[src/rtl/rdt_pkg.sv]
// Shared types for the read return tracker.
// Assumes the arbiter status bus is 3 bits wide.
package rdt_pkg;

    typedef enum logic [2:0] {
        ST_LO_RD = 3'b000,
        ST_HI_RD = 3'b001,
        ST_LO_WR = 3'b010,
        ST_HI_WR = 3'b011,
        ST_RSV4  = 3'b100,
        ST_RSV5  = 3'b101,
        ST_RSV6  = 3'b110,
        ST_START = 3'b111
    } arb_status_e;

endpackage

[src/rtl/rdt_status_decode.sv]
// Decodes the arbiter status bus into low and high read-return strobes.
// Assumes: status carries meaning only while grant is high; write and
// start codes, and reserved codes, produce neither strobe.
module rdt_status_decode
    import rdt_pkg::*;
(
    input  logic       gnt,
    input  logic [2:0] status,
    output logic       lo_ret,
    output logic       hi_ret
);

    arb_status_e code;

    // Qualify the status code with grant and pick out the two read-return codes
    always_comb begin
        code   = arb_status_e'(status);
        lo_ret = gnt && (code == ST_LO_RD);
        hi_ret = gnt && (code == ST_HI_RD);
    end

endmodule

[src/rtl/rdt_class_queue.sv]
// In-order queue of outstanding requests for one priority class.
// Each entry holds a tag and a length (beats minus one). Beats count down
// the head entry, which retires on its final beat.
// Assumes: the caller never pushes while count == DEPTH, and applies
// beat only while the queue is not empty.
module rdt_class_queue #(
    parameter int DEPTH = 4,
    parameter int TAG_W = 3,
    parameter int LEN_W = 2
) (
    input  logic                     clk,
    input  logic                     rst_n,
    input  logic                     push,
    input  logic [TAG_W-1:0]         push_tag,
    input  logic [LEN_W-1:0]         push_len,
    input  logic                     beat,
    output logic                     empty,
    output logic [$clog2(DEPTH+1)-1:0] count,
    output logic                     retire,
    output logic [TAG_W-1:0]         retire_tag
);

    localparam int PTR_W = (DEPTH > 1) ? $clog2(DEPTH) : 1;
    localparam int CNT_W = $clog2(DEPTH + 1);

    logic [TAG_W-1:0] tag_mem [DEPTH];
    logic [LEN_W-1:0] len_mem [DEPTH];
    logic [PTR_W-1:0] rd_ptr, wr_ptr;
    logic [LEN_W-1:0] seen;

    // Head status and final-beat detection
    always_comb begin
        empty      = (count == '0);
        retire     = beat && !empty && (seen == len_mem[rd_ptr]);
        retire_tag = tag_mem[rd_ptr];
    end

    // Entry storage written on push
    always_ff @(posedge clk) begin
        if (push) begin
            tag_mem[wr_ptr] <= push_tag;
            len_mem[wr_ptr] <= push_len;
        end
    end

    // Pointers, occupancy and head beat counter
    always_ff @(posedge clk) begin
        if (!rst_n) begin
            rd_ptr <= '0;
            wr_ptr <= '0;
            count  <= '0;
            seen   <= '0;
        end else begin
            if (push)
                wr_ptr <= (wr_ptr == PTR_W'(DEPTH - 1)) ? '0 : wr_ptr + 1'b1;
            if (beat && !empty) begin
                if (retire) begin
                    seen   <= '0;
                    rd_ptr <= (rd_ptr == PTR_W'(DEPTH - 1)) ? '0 : rd_ptr + 1'b1;
                end else begin
                    seen <= seen + 1'b1;
                end
            end
            case ({push, retire})
                2'b10:   count <= count + 1'b1;
                2'b01:   count <= count - 1'b1;
                default: count <= count;
            endcase
        end
    end


    no_push_when_full_chk: assert property (@(posedge clk) disable iff (!rst_n)
        push |-> (count != CNT_W'(DEPTH)));


    count_bound_chk: assert property (@(posedge clk) disable iff (!rst_n)
        count <= CNT_W'(DEPTH));

endmodule

[src/rtl/rdt_rx_level.sv]
// Occupancy model of the low-priority receive buffer and the buffer-full
// output with hysteresis around BUF_BEATS - MAX_BEATS.
// Assumes: fill and take are single-beat strobes; occupancy saturates.
module rdt_rx_level #(
    parameter int BUF_BEATS = 8,
    parameter int MAX_BEATS = 4
) (
    input  logic clk,
    input  logic rst_n,
    input  logic fill,
    input  logic take,
    output logic buf_full
);

    localparam int OCC_W = $clog2(BUF_BEATS + 1);
    localparam int THR   = BUF_BEATS - MAX_BEATS;

    logic [OCC_W-1:0] occ, occ_nxt;

    // Next occupancy with saturation at both ends
    always_comb begin
        occ_nxt = occ;
        case ({fill, take})
            2'b10: if (occ != OCC_W'(BUF_BEATS)) occ_nxt = occ + 1'b1;
            2'b01: if (occ != '0)                occ_nxt = occ - 1'b1;
            default: occ_nxt = occ;
        endcase
    end

    // Occupancy register and hysteretic buffer-full flag
    always_ff @(posedge clk) begin
        if (!rst_n) begin
            occ      <= '0;
            buf_full <= 1'b0;
        end else begin
            occ <= occ_nxt;
            if (int'(occ_nxt) > THR)
                buf_full <= 1'b1;
            else if (int'(occ_nxt) < THR)
                buf_full <= 1'b0;
        end
    end


    full_rise_chk: assert property (@(posedge clk) disable iff (!rst_n)
        $rose(buf_full) |-> (int'(occ) > THR));


    full_fall_chk: assert property (@(posedge clk) disable iff (!rst_n)
        $fell(buf_full) |-> (int'(occ) < THR));


    occ_bound_chk: assert property (@(posedge clk) disable iff (!rst_n)
        int'(occ) <= BUF_BEATS);

endmodule

[src/rtl/rd_return_tracker.sv]
// Tracks pipelined read requests awaiting return data, split by priority.
// Hands out sequential tags, decodes grant-qualified arbiter status,
// counts data beats against the head of each class, reports completions
// one cycle after the final beat, and back-pressures low-priority returns.
// Assumes: at most one status code per cycle, so at most one completion.
module rd_return_tracker #(
    parameter int DEPTH     = 4,
    parameter int TAG_W     = 3,
    parameter int LEN_W     = 2,
    parameter int BUF_BEATS = 8
) (
    input  logic             clk,
    input  logic             rst_n,
    input  logic             req_valid,
    input  logic             req_hi,
    input  logic [LEN_W-1:0] req_len,
    input  logic             arb_gnt,
    input  logic [2:0]       arb_status,
    input  logic             rd_beat,
    input  logic             rxbuf_take,
    output logic             tracker_full,
    output logic             rd_buf_full,
    output logic             done_valid,
    output logic             done_hi,
    output logic [TAG_W-1:0] done_tag,
    output logic             proto_err
);

    localparam int CNT_W     = $clog2(DEPTH + 1);
    localparam int MAX_BEATS = 1 << LEN_W;

    logic             lo_ret, hi_ret;
    logic             accept;
    logic [TAG_W-1:0] next_tag;
    logic             q_push  [2];
    logic             q_beat  [2];
    logic             q_empty [2];
    logic [CNT_W-1:0] q_count [2];
    logic             q_ret   [2];
    logic [TAG_W-1:0] q_tag   [2];
    logic [CNT_W:0]   total;

    rdt_status_decode u_dec (
        .gnt    (arb_gnt),
        .status (arb_status),
        .lo_ret (lo_ret),
        .hi_ret (hi_ret)
    );

    // Admission, per-class push and beat steering
    always_comb begin
        total      = {1'b0, q_count[0]} + {1'b0, q_count[1]};
        tracker_full = (total == (CNT_W + 1)'(DEPTH));
        accept     = req_valid && !tracker_full;
        q_push[0]  = accept && !req_hi;
        q_push[1]  = accept &&  req_hi;
        q_beat[0]  = lo_ret && rd_beat && !q_empty[0];
        q_beat[1]  = hi_ret && rd_beat && !q_empty[1];
    end

    // Index 0 holds low priority, index 1 high priority
    for (genvar c = 0; c < 2; c++) begin : g_class
        rdt_class_queue #(
            .DEPTH (DEPTH),
            .TAG_W (TAG_W),
            .LEN_W (LEN_W)
        ) u_q (
            .clk        (clk),
            .rst_n      (rst_n),
            .push       (q_push[c]),
            .push_tag   (next_tag),
            .push_len   (req_len),
            .beat       (q_beat[c]),
            .empty      (q_empty[c]),
            .count      (q_count[c]),
            .retire     (q_ret[c]),
            .retire_tag (q_tag[c])
        );
    end

    rdt_rx_level #(
        .BUF_BEATS (BUF_BEATS),
        .MAX_BEATS (MAX_BEATS)
    ) u_rx (
        .clk      (clk),
        .rst_n    (rst_n),
        .fill     (q_beat[0]),
        .take     (rxbuf_take),
        .buf_full (rd_buf_full)
    );

    // Tag sequencer, completion register and sticky protocol error
    always_ff @(posedge clk) begin
        if (!rst_n) begin
            next_tag   <= '0;
            done_valid <= 1'b0;
            done_hi    <= 1'b0;
            done_tag   <= '0;
            proto_err  <= 1'b0;
        end else begin
            if (accept)
                next_tag <= next_tag + 1'b1;
            done_valid <= q_ret[0] || q_ret[1];
            done_hi    <= q_ret[1];
            done_tag   <= q_ret[1] ? q_tag[1] : q_tag[0];
            if ((lo_ret && q_empty[0]) || (hi_ret && q_empty[1]))
                proto_err <= 1'b1;
        end
    end


    gnt_qual_chk: assert property (@(posedge clk) disable iff (!rst_n)
        !arb_gnt |=> !done_valid);


    non_read_code_chk: assert property (@(posedge clk) disable iff (!rst_n)
        (arb_gnt && (arb_status[2] || arb_status[1])) |=> (!done_valid && $stable(proto_err)));


    err_sticky_chk: assert property (@(posedge clk) disable iff (!rst_n)
        proto_err |=> proto_err);


    outstanding_bound_chk: assert property (@(posedge clk) disable iff (!rst_n)
        total <= (CNT_W + 1)'(DEPTH));

endmodule

[config.mk]
export PLATFORM = sky130hd
export DESIGN_NAME = rd_return_tracker
export DESIGN_NICKNAME = d
export VERILOG_FILES = /design/src/rtl/rdt_pkg.sv /design/src/rtl/rdt_status_decode.sv /design/src/rtl/rdt_class_queue.sv /design/src/rtl/rdt_rx_level.sv /design/src/rtl/rd_return_tracker.sv
export SDC_FILE = /design/constraint.sdc
export NUM_CORES = 1
export LEC_CHECK = 0
export ABC_AREA = 1
export BUFFER_PORTS_ARGS = -buffer_cell sky130_fd_sc_hd__buf_2
export CAP_MARGIN = 30
export CORE_UTILIZATION = 50
export DETAILED_ROUTE_END_ITERATION = 6
export PLACE_DENSITY = 0.68
export SETUP_SLACK_MARGIN = 0.5
export SYNTH_ARGS = -nofsm -noshare
export SYNTH_HDL_FRONTEND = slang
export SYNTH_SLANG_ARGS = --single-unit
[constraint.sdc]
create_clock -name clk -period 3.3 [get_ports clk]
set_input_delay 0.495 -clock clk [delete_from_list [all_inputs] [get_ports clk]]
set_output_delay 0.495 -clock clk [all_outputs]
set_load 0.02 [all_outputs]
* Yosys cells after proc, flatten, opt, wreduce, memory -nomap -nowiden
Memories as Yosys holds them, arrays and structs flattened. A register that Yosys moved wholly into a read port is not among the register bits.
Index checks and enable logic that the tools add are counted.
** Storage, ports and cells
- Bits in registers :: 32
- Bits in writable memories :: 40
- Input port bits :: 12
- Logic and storage cells :: 106
- Memories :: 4
** Memory list
- g_class[0].u_q.tag_mem :: words 4, bits a word 3, rd ports 1, clocked after memory_dff 1, write ports 1, line rdt_class_queue.sv:26 : logic [TAG_W-1:0] tag_mem [DEPTH];
- g_class[1].u_q.tag_mem :: words 4, bits a word 3, rd ports 1, clocked after memory_dff 1, write ports 1, line rdt_class_queue.sv:26
- g_class[0].u_q.len_mem :: words 4, bits a word 2, rd ports 1, clocked after memory_dff 1, write ports 1, line rdt_class_queue.sv:27 : logic [LEN_W-1:0] len_mem [DEPTH];
- g_class[1].u_q.len_mem :: words 4, bits a word 2, rd ports 1, clocked after memory_dff 1, write ports 1, line rdt_class_queue.sv:27
** Cells by class
- Add/sub/neg operators :: 14
- Magnitude comparators :: 2
- Equal/unequal tests :: 15
- Multiplexer cells :: 26
- Reduce and logical (&&, ||, !) cells :: 30
** Operators by type and width (number)
- two-way mux 2 bit :: 14
- logical AND 1 bit :: 15
- equality test 2 bit (second input constant) :: 7
- adder 2 x 1 -> 2 bit (second input constant) :: 6
- case mux 3 bit (2 select lines) :: 2
- adder 3 x 1 -> 3 bit (second input constant) :: 3
- zero test 3 bit :: 3
- two-way mux 4 bit :: 2
- case mux 4 bit (2 select lines) :: 1
- equality test 2 x 1 -> 1 bit (second input constant) :: 3
- two-way mux 1 bit :: 6
- nonzero test 2 bit :: 3
- subtractor 3 x 1 -> 3 bit (second input constant) :: 2
- adder 3 x 3 -> 4 bit :: 1
- adder 4 x 1 -> 4 bit (second input constant) :: 1
- equality test 2 bit :: 2
- equality test 4 x 3 -> 1 bit (second input constant) :: 1
- > comparator 4 x 3 -> 1 bit (second input constant) :: 1
- zero test 1 bit :: 4
- less-than comparator 4 x 3 -> 1 bit (second input constant) :: 1
- != test 4 bit (second input constant) :: 1
- AND reduction 2 bit :: 2
- nonzero test 4 bit :: 1
- subtractor 4 x 1 -> 4 bit (second input constant) :: 1
- 3 further kinds :: 4

* Depth between registers and ports, before layout
- Depth after elaboration :: 9
- Depth in mapped cells :: 15

* By module
From an unflattened synthesis, not the netlist that was laid out.
** Second synthesis, totals
- Cells, all modules :: 409
- Area total of the unflattened synthesis :: 3718.6 sq um
** By module, submodules not included
- rdt_class_queue (g_class[1].u_q) :: times used 1, cells each 135, area an instance 1400.1 sq um, seq. area each 820.8 sq um
- rdt_class_queue (g_class[0].u_q) :: times used 1, cells each 133, area an instance 1397.6 sq um, seq. area each 820.8 sq um
- rd_return_tracker :: times used 1, cells each 70, area an instance 486.7 sq um, seq. area each 180.2 sq um
- rdt_rx_level :: times used 1, cells each 63, area an instance 404.1 sq um, seq. area each 100.1 sq um
- rdt_status_decode :: times used 1, cells each 8, area an instance 30.0 sq um, seq. area each 0.0 sq um

* Worst setup path before layout
OpenSTA, ideal clock, no wires.
- Kind :: register -> register
- From :: register g_class[1].u_q.count[0]
- To :: register g_class[1].u_q.count[2]
- Arrival :: 2.585 ns
- Data required time :: 3.178 ns
- Setup slack :: 0.593 ns
- Cell stages (with the launch flop) :: 15
- Clock period less this slack :: 2.707 ns
- Cell sequence :: dfxtp_1 -> ha_1 -> inv_1 -> fa_1 -> inv_1 -> nor2_1 -> nand4_2 -> nand3_1 -> ha_1 -> inv_1 -> fa_1 -> a21oi_1 -> o21ai_0 -> o21ai_0 -> a21oi_1
** On the way
- Cells in the longest elaborated chain, start to end :: 7
- Elaborated cells on any way between the ends :: 16
- Those cells by class :: add/sub: 3; eq/ne: 3; mux: 1; reduce/logical: 9
** Ends and longest elaborated chain
- start, declared :: line rdt_class_queue.sv:18 : output logic [$clog2(DEPTH+1)-1:0] count,
- start signal, assigned :: line rdt_class_queue.sv:65 : 2'b10: count <= count + 1'b1;
- start signal, assigned :: line rdt_class_queue.sv:66 : 2'b01: count <= count - 1'b1;
- start signal, assigned :: line rdt_class_queue.sv:67 : default: count <= count;
- adder 3 x 3 -> 4 bit / zero test 3 bit (equally long branches) :: line rd_return_tracker.sv:52, rdt_class_queue.sv:33
- equality test 4 x 3 -> 1 bit / zero test 1 bit (equally long branches) :: line rd_return_tracker.sv:53, rdt_class_queue.sv:34, rd_return_tracker.sv:58
- zero test 1 bit / logical AND 1 bit (equally long branches) :: line rd_return_tracker.sv:54, rd_return_tracker.sv:58
- logical AND 1 bit, on equally long branches :: line rd_return_tracker.sv:54, rdt_class_queue.sv:34
- logical AND 1 bit, on equally long branches :: line rd_return_tracker.sv:56, rdt_class_queue.sv:34
- equality test 2 x 1 -> 1 bit / equality test 2 bit (equally long branches) :: line rdt_class_queue.sv:64 : case ({push, retire})
- case mux 3 bit (2 select lines) / nonzero test 2 bit (equally long branches)
Several ways; a longest one is shown, not always the timed one.
A chain may end at the register's enable or synchronous reset.

* Worst setup path after layout
- From :: register g_class[1].u_q.count[0]
- To :: output port tracker_full
** On the way
- Cells in the longest elaborated chain, start to end :: 2
** Ends and longest elaborated chain
- adder 3 x 3 -> 4 bit :: line rd_return_tracker.sv:52 : total = {1'b0, q_count[0]} + {1'b0, q_count[1]};
- equality test 4 x 3 -> 1 bit :: line rd_return_tracker.sv:53 : tracker_full = (total == (CNT_W + 1)'(DEPTH));
- end, declared :: line rd_return_tracker.sv:21 : output logic tracker_full,
No other way between the ends.

==> impl_results.md <==
- CTS H-Tree Depth: 3
- Compound-cell area share of the yosys netlist: 0.07603
- Final ANT Viol Nets: 0
- Period Utilization, post-route: 0.8131
- Placed inst area: 3966 sq um
- GR Util met3: 0.05037
- Routed vias: 2634
- Met1 Resource Use GR: 0.2302
- Setup Skew: 0.01055 ns
- Post-Synth Simple-Gate Area: 0.2510
- Min Tclk post-route: 2.683 ns
- CTS tree: yes
- Initial drt markers: 174
- Largest cells by area after synthesis: edfxtp_1, dfxtp_1, ha_1, nand2_1, inv_1
- Syn nets: 431
- Gr usage total: 0.1936
- Syn Inst Count: 396
- Nets: 463
- Setup violations, final: 0
- Status: complete, no violations
- First-pass GRT wire length: 11.35 mm
- GR peak layer: met2
- Vias per cell: 4.951
- Slew at the pin closest to its max-slew limit: 0.5662 ns
- Arrival time worst endpoint: 2.19 ns
- Die width: 88.82 microns
- Slew Limit Fails: 0
- Number of synthesized flops with an enable pin: 40
- Min-Delay Path Class: in -> reg
- Die height: 88.82 microns
- Drt drc: 0
- Async set-reset flop share out of synthesis: 0
- Initial Utilization: 0.5196
- Setup_tns: 0 ns
- Mapped Area: 3769 sq um
- Synth Area per Inst: 9.517 sq um
- Setup CP Type: reg -> out
- Most numerous cell in the Yosys netlist: nand2_1
- Seq/Total Area, Yosys: 0.5100
- CTS hold repair buffers: 0
- Yosys reg bits: 76
- CTS Root Cell: clkbuf_8
- GP Congestion: 0.7739
- Max_slew headroom: 0.6212
- Largest net degree at the start of global routing: 28
- Number of antenna violations at the first check in global routing: 0
- Top cell type's share of synthesized area: 0.3187
- I/O pin cnt: 20
- Clock Tree Buf Depth: 2
- Final instance area: 4274 sq um
- CTS sink count: 76
- Vias in the first global route: 2527
- Max VDD drop: 0.4208 mV
- Final WL: 6.955 mm
- Post-synth top flop: edfxtp_1
- Grt ovf: 0
- Fmax: 0.3727 GHz
- Layout cell share with drive strength beyond 1: 0.2009
- Post-DP HPWL: 4.968 mm
- Post-Synth XOR/XNOR Area: 0.009296
- Worst Path Max Fanout: 4
- Ys Warns: 0
- Clock slew at reported path FFs: 0.08 ns
- Adder-cell share of the synthesized area: 0.08234
- Mux contribution to synthesized area: 0
- N_diodes: 0
- IO Port Bufs: 19
- Yosys top cell by area: edfxtp_1
- Final hold vios: 0
- Total core area: 7253 sq um
- Commonest cells post-synth: nand2_1, inv_1, nor2_1
- Clk_lat worst skew: 0.34 ns
- RSZ-0062 raised after global routing: true
- WL per Instance: 13.07 microns
- CP endpoint kind: primary output
- Die ar.: 7888 sq um
- Leak: 1.845 nW
- Largest family of logic cells by synthesized area: simple AND/OR/NAND/NOR gates
- Met2 Track Usage GR: 0.3476
- TritonRoute pass-1 iters: 5
- Critical Path Start Type: register
- Max_cap viols: 0
- Area grow syn2layout: 13.41%
- Distinct cells, synth: 35
- Total CTS buffers: 9
- Critical path required time: 2.80 ns
- Row cnt: 31
- Pwr dens: 481.8 nW/um^2
-- cell families (layout without fill, tap and decap cells) --
| group | Yosys count | in the layout |
|---|---|---|
| flip-flops | 76 | 76 |
| AND/OR/NAND/NOR | 175 | 175 |
| adder cells (fa/ha/maj) | 23 | 23 |
| AO/OA/AOI/OAI | 52 | 52 |
| buffers and inverters | 66 | 103 |
| XOR/XNOR | 4 | 4 |
-- where the power goes --
group	total, mW	switching [mW]	internal (mW)	leakage, nW
Combinational	0.193	0.125	0.0676	1.06
Sequential	1.05	0.0209	1.03	0.672
Clock	0.817	0.321	0.497	0.115
-- state kept, by name, summed over array words and instances, names as in the netlist, named ones only --
name,cells
g_class.u_q.tag_mem,24
g_class.u_q.len_mem,16
g_class.u_q.count,6
g_class.u_q.rd_ptr,4
g_class.u_q.seen,4
g_class.u_q.wr_ptr,4
u_rx.occ,4
done_tag,3
next_tag,3
done_hi,1
done_valid,1
proto_err,1
u_rx.buf_full,1
-- layer usage --
layer / part of all wire / vias to the layer above
met5: 0 / -
met4: 0.0083 / 0
met3: 0.028 / 7
met2: 0.51 / 37
met1: 0.45 / 1225
li1: - / 1365
-- worst paths after layout --
path                                   startpoint  slack [ns]                                      to  cells after the start
max          g_class[1].u_q.count[0]$_SDFFE_PN0P_        0.62                            tracker_full                     10
min                                    req_len[1]        0.44  g_class[1].u_q.len_mem[3][1]$_DFFE_PP_                      1
max reg2reg  g_class[1].u_q.count[0]$_SDFFE_PN0P_        0.64    g_class[1].u_q.count[2]$_SDFFE_PN0P_                     14
min reg2reg  g_class[1].u_q.count[0]$_SDFFE_PN0P_        0.46    g_class[1].u_q.count[0]$_SDFFE_PN0P_                      1
-- worst max-delay path, cell delays in order (launching register included) --
cell and delay (ns):
dfxtp_2 0.36, ha_1 0.17, inv_1 0.05, fa_1 0.47
inv_1 0.04, nor2_2 0.12, nand4_4 0.16, buf_4 0.17
buf_4 0.13, inv_1 0.05, buf_4 0.13
-- cell usage in the layout, fill, tap and decap left out --
| cell | synthesis | layout |
|---|---|---|
| o21ai_0 | 25 | 23 |
| clkinv_1 | 1 | 3 |
| clkbuf_8 | 0 | 9 |
| nand3b_1 | 2 | 2 |
| or2_2 | 1 | 1 |
| xor2_1 | 3 | 3 |
| clkbuf_1 | 0 | 1 |
| dfxtp_2 | 0 | 1 |
| o211ai_1 | 1 | 1 |
| nand4_1 | 9 | 9 |
| nand2_1 | 65 | 65 |
| xnor2_1 | 1 | 1 |
| ha_1 | 20 | 20 |
| o21ai_1 | 1 | 3 |
| nor2_8 | 2 | 2 |
| dfxtp_1 | 36 | 35 |
| nand3_4 | 0 | 2 |
| nand2_8 | 1 | 1 |
| fa_1 | 3 | 3 |
| a21oi_4 | 1 | 1 |
| edfxtp_1 | 40 | 40 |
| nand2_2 | 6 | 6 |
| nand4_4 | 0 | 1 |
| bufinv_16 | 0 | 3 |
| nor2_2 | 2 | 3 |
| a21oi_1 | 16 | 16 |
| o21ai_2 | 1 | 1 |
| nand2_4 | 4 | 4 |
| clkinv_2 | 0 | 1 |
| nor2_4 | 3 | 3 |
| nand3b_4 | 1 | 1 |
| inv_2 | 6 | 6 |
| nand3_1 | 18 | 16 |
| buf_4 | 1 | 9 |
| nor2_1 | 46 | 45 |
| inv_1 | 53 | 53 |
| nand3_2 | 14 | 14 |
| buf_2 | 2 | 18 |
| o22ai_1 | 7 | 7 |
-- timing repair --
item	CTS	global route
resized for setup	5	5
endpoints found under the hold margin	0	0
setup buffers	2	3
pin swaps	1	3
cloned	0	0
setup endpoints to repair	3	3
-- metrics by stage --
step                hold slack [ns]  worst slack (ns)  power [mW]  cells  utilization
detailed placement           0.4719            0.3176       1.255    511       0.5468
global route                 0.4332            0.4460       2.145    532       0.5893
global placement             0.4574            0.4406       1.249    511       0.5468
floorplan                    0.4558            0.5925       1.201    396            -
CTS                          0.4375            0.5270       2.074    529       0.5853
finish                       0.4428            0.6168       2.059    532       0.5893
-- final cells by class --
cell class,count,area (sq um)
Fill cell,677,2979
Tap cell,99,123.9
Sequential cell,76,1923
Clock inverter,6,102.6
Multi-Input combinational cell,254,1614
Clock buffer,10,127.6
Inverter,60,225.2
Timing Repair Buffer,27,157.7
Note: power is estimated with default switching activity, not from simulation.
